==> config.mk <==
export PLATFORM = sky130hd
export DESIGN_NAME = segchk_top
export DESIGN_NICKNAME = d
export VERILOG_FILES = /design/src/rtl/segchk_pkg.sv /design/src/rtl/segchk_region.sv /design/src/rtl/segchk_align.sv /design/src/rtl/segchk_decide.sv /design/src/rtl/segchk_top.sv
export SDC_FILE = /design/constraint.sdc
export NUM_CORES = 1
export LEC_CHECK = 0
export ABC_AREA = 1
export BUFFER_PORTS_ARGS = -buffer_cell sky130_fd_sc_hd__buf_2
export CORE_AREA = 2 2 39 41
export CTS_CLUSTER_DIAMETER = 40
export CTS_CLUSTER_SIZE = 20
export DETAILED_ROUTE_END_ITERATION = 6
export DIE_AREA = 0 0 41 43
export GPL_ROUTABILITY_DRIVEN = 0
export HOLD_SLACK_MARGIN = 0.1
export PLACE_DENSITY_LB_ADDON = 0.08
export SYNTH_ARGS = -nofsm -noshare
export SYNTH_HDL_FRONTEND = slang
export SYNTH_HIERARCHICAL = 1
export SYNTH_SLANG_ARGS = --single-unit
export TNS_END_PERCENT = 50
==> constraint.sdc <==
create_clock -name clk -period 0.8 [get_ports clk]
set_clock_uncertainty 0.15 [all_clocks]
set_input_delay 0.16 -clock clk [delete_from_list [all_inputs] [get_ports clk]]
set_output_delay 0.16 -clock clk [all_outputs]
set_load 0.02 [all_outputs]
==> src/rtl/segchk_pkg.sv <==
package segchk_pkg;

    typedef enum logic [1:0] {
        ACC_LOAD  = 2'b00,
        ACC_STORE = 2'b01,
        ACC_FETCH = 2'b10,
        ACC_RSVD  = 2'b11
    } acc_kind_e;

    typedef enum logic [1:0] {
        SZ_BYTE = 2'b00,
        SZ_HALF = 2'b01,
        SZ_WORD = 2'b10,
        SZ_WIDE = 2'b11
    } acc_size_e;

    typedef struct packed {
        logic grant;
        logic err_load;
        logic err_store;
        logic xlate;
    } verdict_t;

endpackage

==> src/rtl/segchk_region.sv <==
module segchk_region #(
    parameter int ADDR_W = 32,
    parameter int LOW_W  = 3
) (
    input  logic [ADDR_W-1:0] vaddr,
    input  logic              vm_on,
    output logic              in_guard
);
    localparam int TOP = ADDR_W - 1;

    logic whole_kernel;
    logic low_window;

    always_comb begin
        whole_kernel = ~vaddr[TOP];
        low_window   = (vaddr[TOP -: LOW_W] == '0);
        in_guard     = vm_on ? whole_kernel : low_window;
    end
endmodule

==> src/rtl/segchk_align.sv <==
module segchk_align
    import segchk_pkg::*;
(
    input  logic [1:0] addr_lo,
    input  acc_kind_e  kind,
    input  acc_size_e  size,
    output logic       misaligned
);
    acc_size_e eff_size;

    always_comb begin
        eff_size = (kind == ACC_FETCH) ? SZ_WORD : size;
        unique case (eff_size)
            SZ_BYTE:          misaligned = 1'b0;
            SZ_HALF:          misaligned = addr_lo[0];
            SZ_WORD, SZ_WIDE: misaligned = |addr_lo;
            default:          misaligned = 1'b1;
        endcase
    end
endmodule

==> src/rtl/segchk_decide.sv <==
module segchk_decide
    import segchk_pkg::*;
(
    input  logic      in_guard,
    input  logic      misaligned,
    input  logic      kern_mode,
    input  logic      vm_on,
    input  acc_kind_e kind,
    output verdict_t  verdict
);
    logic refused;
    logic faulty;

    always_comb begin
        refused = in_guard & ~kern_mode;
        faulty  = refused | misaligned;
        verdict.grant     = ~faulty;
        verdict.err_store = faulty & (kind == ACC_STORE);
        verdict.err_load  = faulty & (kind != ACC_STORE);
        verdict.xlate     = ~faulty & vm_on;
    end
endmodule

==> src/rtl/segchk_top.sv <==
module segchk_top
    import segchk_pkg::*;
#(
    parameter int ADDR_W  = 32,
    parameter int LOW_W   = 3,
    parameter bit OUT_REG = 1'b1
) (
    input  logic              clk,
    input  logic              rst_n,
    input  logic [ADDR_W-1:0] vaddr,
    input  logic [1:0]        acc_kind,
    input  logic [1:0]        acc_size,
    input  logic              kern_mode,
    input  logic              vm_on,
    output logic              grant,
    output logic              err_load,
    output logic              err_store,
    output logic              xlate
);
    localparam int TOP = ADDR_W - 1;

    acc_kind_e kind;
    acc_size_e size;
    logic      in_guard;
    logic      misaligned;
    verdict_t  c_v;
    verdict_t  o_v;

    assign kind = acc_kind_e'(acc_kind);
    assign size = acc_size_e'(acc_size);

    segchk_region #(.ADDR_W(ADDR_W), .LOW_W(LOW_W)) u_region (
        .vaddr    (vaddr),
        .vm_on    (vm_on),
        .in_guard (in_guard)
    );

    segchk_align u_align (
        .addr_lo    (vaddr[1:0]),
        .kind       (kind),
        .size       (size),
        .misaligned (misaligned)
    );

    segchk_decide u_decide (
        .in_guard   (in_guard),
        .misaligned (misaligned),
        .kern_mode  (kern_mode),
        .vm_on      (vm_on),
        .kind       (kind),
        .verdict    (c_v)
    );

    generate
        if (OUT_REG) begin : g_reg
            verdict_t q_v;
            always_ff @(posedge clk or negedge rst_n) begin
                if (!rst_n) q_v <= '0;
                else        q_v <= c_v;
            end
            assign o_v = q_v;

            // the registered verdict trails the combinational one by one edge
            a_r10_one_cycle: assert property (@(posedge clk) disable iff (!rst_n)
                1'b1 |=> (o_v == $past(c_v)));
        end else begin : g_comb
            assign o_v = c_v;
        end
    endgenerate

    assign grant     = o_v.grant;
    assign err_load  = o_v.err_load;
    assign err_store = o_v.err_store;
    assign xlate     = o_v.xlate;

    a_r9_grant_vs_err: assert property (@(posedge clk) disable iff (!rst_n)
        c_v.grant != (c_v.err_load | c_v.err_store));

    a_r5_single_err: assert property (@(posedge clk) disable iff (!rst_n)
        $onehot0({c_v.err_load, c_v.err_store}));

    a_r6_store_kind: assert property (@(posedge clk) disable iff (!rst_n)
        c_v.err_store |-> (kind == ACC_STORE));

    a_r2_vm_user_low: assert property (@(posedge clk) disable iff (!rst_n)
        (vm_on && !kern_mode && !vaddr[TOP]) |-> !c_v.grant);

    a_r4_upper_open: assert property (@(posedge clk) disable iff (!rst_n)
        (vaddr[TOP] && size == SZ_BYTE && kind != ACC_FETCH) |-> c_v.grant);

    a_r1_kernel_open: assert property (@(posedge clk) disable iff (!rst_n)
        (kern_mode && !misaligned) |-> c_v.grant);

    a_r8_xlate_gate: assert property (@(posedge clk) disable iff (!rst_n)
        c_v.xlate |-> (vm_on && c_v.grant));

    a_r7_byte_aligned: assert property (@(posedge clk) disable iff (!rst_n)
        (size == SZ_BYTE && kind != ACC_FETCH) |-> !misaligned);
endmodule

==> qor.yml <==
cells_and_area:
  drive_gt1_share_pct: 50.0
  syn2layout_area_growth_pct: 84.7
  stdcell_count: 66
  mostFrequentLayoutCell: "buf_2"
  nets: 92
  layout_common_cells: "12 x buf_2, 8 x inv_1"
  final_area_um2: 377
  fillCellCount: 157
  diodes: 0
die:
  dieArea_um2: 1760
  die_h_um: 43
  start_util_pct: 14.7
  die_w_um: 41
  core_um2: 1380
  io_pins: 44
  fp-row-count: 14
job:
  max-cap-violations: 0
power_and_ir_drop:
  power_density_nw_per_um2: 1620
  p_leak_nw: 0.230
  power_w: 0.000608
  irDropWorstVdd_v: 0.000326
clock_tree:
  numCtsBuffers: 3
  post_cts_buffers: 0
  cts.path.max_buffers: 2
  cts_tree: "built"
  cts-root-buf: "clkbuf_4"
  clkSlewWorstSetupHoldPaths_ns: 0.03
  numClockSinks: 4
  cts_hold_buffers: 1
  htreeDepth: 1
critical_path:
  max_stage_delay_ns: 0.36
  cp-start-kind: "flop"
  crit_buf_inv: 1
  cp-end-kind: "primary output"
  cpLargestDelayFamily: "flip-flops"
  path_max_fanout: 1
  crit_path_cell_trace: "buf_6"
  worstPathRequired_ns: 0.49
  cpMaxStageDelayCell: "dfrtp_1"
  worstSetupPathType: "flop to primary output"
  arrival_ns: 0.72
synth:
  synth_cell_types: 9
  synth_area_um2: 204
  synthesis.nets: 68
  synth-seq-cells: 4
  yosysSeqAreaShare_pct: 49.1
  ys.warnings.count: 6
  syn_avg_cell_area_um2: 7.28
  syn_inst: 28
placement:
  placed_area_um2: 319
  pre_cts_ws_ns: -0.175
  dpl.hpwl_um: 369
  port_buffers: 16
  post-place-cells: 62
routing:
  totalWireLength_um: 403
  dr.first_iter.drc_count: 2
  antenna_left: 0
  dr.pass1.iters: 2
  dr_total_vias: 219
  drc: 0
  routed_via_density: 3.32
  wl_per_cell_um: 6.11
timing:
  relSlewSlack_pct: 92.7
  finalHoldViolations: 0
  fmax_mhz: 971
  layout_min_cycle_time_ns: 1.03
  tns_ns: -0.909
  worstMarginPinSlew_ns: 0.109
  rsz0062_at_grt: "yes"
  finalSetupViolCount: 4
  finalWorstSetupSlack_ns: -0.230
  drv_slew: 0
  finalCritPeriodShare_pct: 129
worst_hold_path:
  hold_path_class: "primary input to flop"
global_route:
  grt_pass1_wl_um: 655
  antenna_found_initial: 0
  grt_pass1_vias: 197
  grt_overflow: 0
  grt_max_degree: 5
  grt.total_usage_pct: 5.84
run_status:
  violations: "setup timing"
  status: "finished, violations left"
==> where the power goes <==
group / total (W) / switching, W / leakage [nW] / internal, W
registers: 0.000227 / 0.00000702 / 0.0506 / 0.000220
clock network: 0.000237 / 0.0000696 / 0.0138 / 0.000167
logic: 0.000145 / 0.0000674 / 0.165 / 0.0000776
==> synthesized netlist by cell type <==
master	n	share of area [%]
a21oi_1	2	4.9
nor2_2	1	3.1
nor2_1	4	7.4
dfrtp_1	4	49
nand2_1	4	7.4
nand3_1	1	2.5
nand2_2	2	6.1
inv_1	9	17
or2_0	1	3.1
==> kinds of logic after synthesis <==
family,share of synthesized area [%]
AND/OR/NAND/NOR,29.4
buffers and inverters,16.6
flip-flops,49.1
AO/OA/AOI/OAI,4.91
==> path summary, 6_finish.rpt <==
check	endpoint	cells past startpoint	startpoint	slack, ns
worst max-delay path	err_load	1	err_load	-0.23
worst min-delay path	xlate	3	vm_on	0.01
max in group asynchronous	xlate	2	rst_n	0.27
min in group asynchronous	err_store	2	rst_n	0.12
==> sequential cells by signal, indices dropped and copies added (netlist names) <==
name,flops
err_store,1
err_load,1
grant,1
xlate,1
==> through the flow <==
step / util [%] / hold WS, ns
3_3_place_gp: 23.1 / -0.185
3_5_place_dp: 23.1 / -0.185
2_1_floorplan: - / -0.286
4_1_cts: 26.3 / 0.00657
6_report: 27.2 / 0.0135
5_1_grt: 27.2 / 0.00351
==> worst min-delay path, delay by kind of cell <==
family	cells	cell delay (ns)
buf+inv	2	0.15
simple gates	1	0.04
==> area by class of cell <==
cell class	instances	area [um^2]	area share, %
Timing Repair Buffer	19	130	34.6
Multi-Input combinational cell	15	70.1	18.6
Clock buffer	3	22.5	5.98
Tap cell	16	20.0	5.32
Inverter	9	33.8	8.97
Sequential cell	4	100	26.6
==> layer usage <==
layer / part of all wire (%) / vias to the layer above / global-route usage (%)
met5: 0 / - / 0
met4: 0 / 0 / 8.00
met3: 12 / 0 / 1.57
met2: 50 / 13 / 7.81
met1: 38 / 84 / 5.83
li1: - / 122 / -
==> timing repair <==
item | in CTS | in global routing
endpoints found under the setup margin | 4 | 4
cloned | 0 | 0
resized for setup | 4 | 4
hold endpoints to repair | 8 | 3
Power figures use the tool's default switching activity.
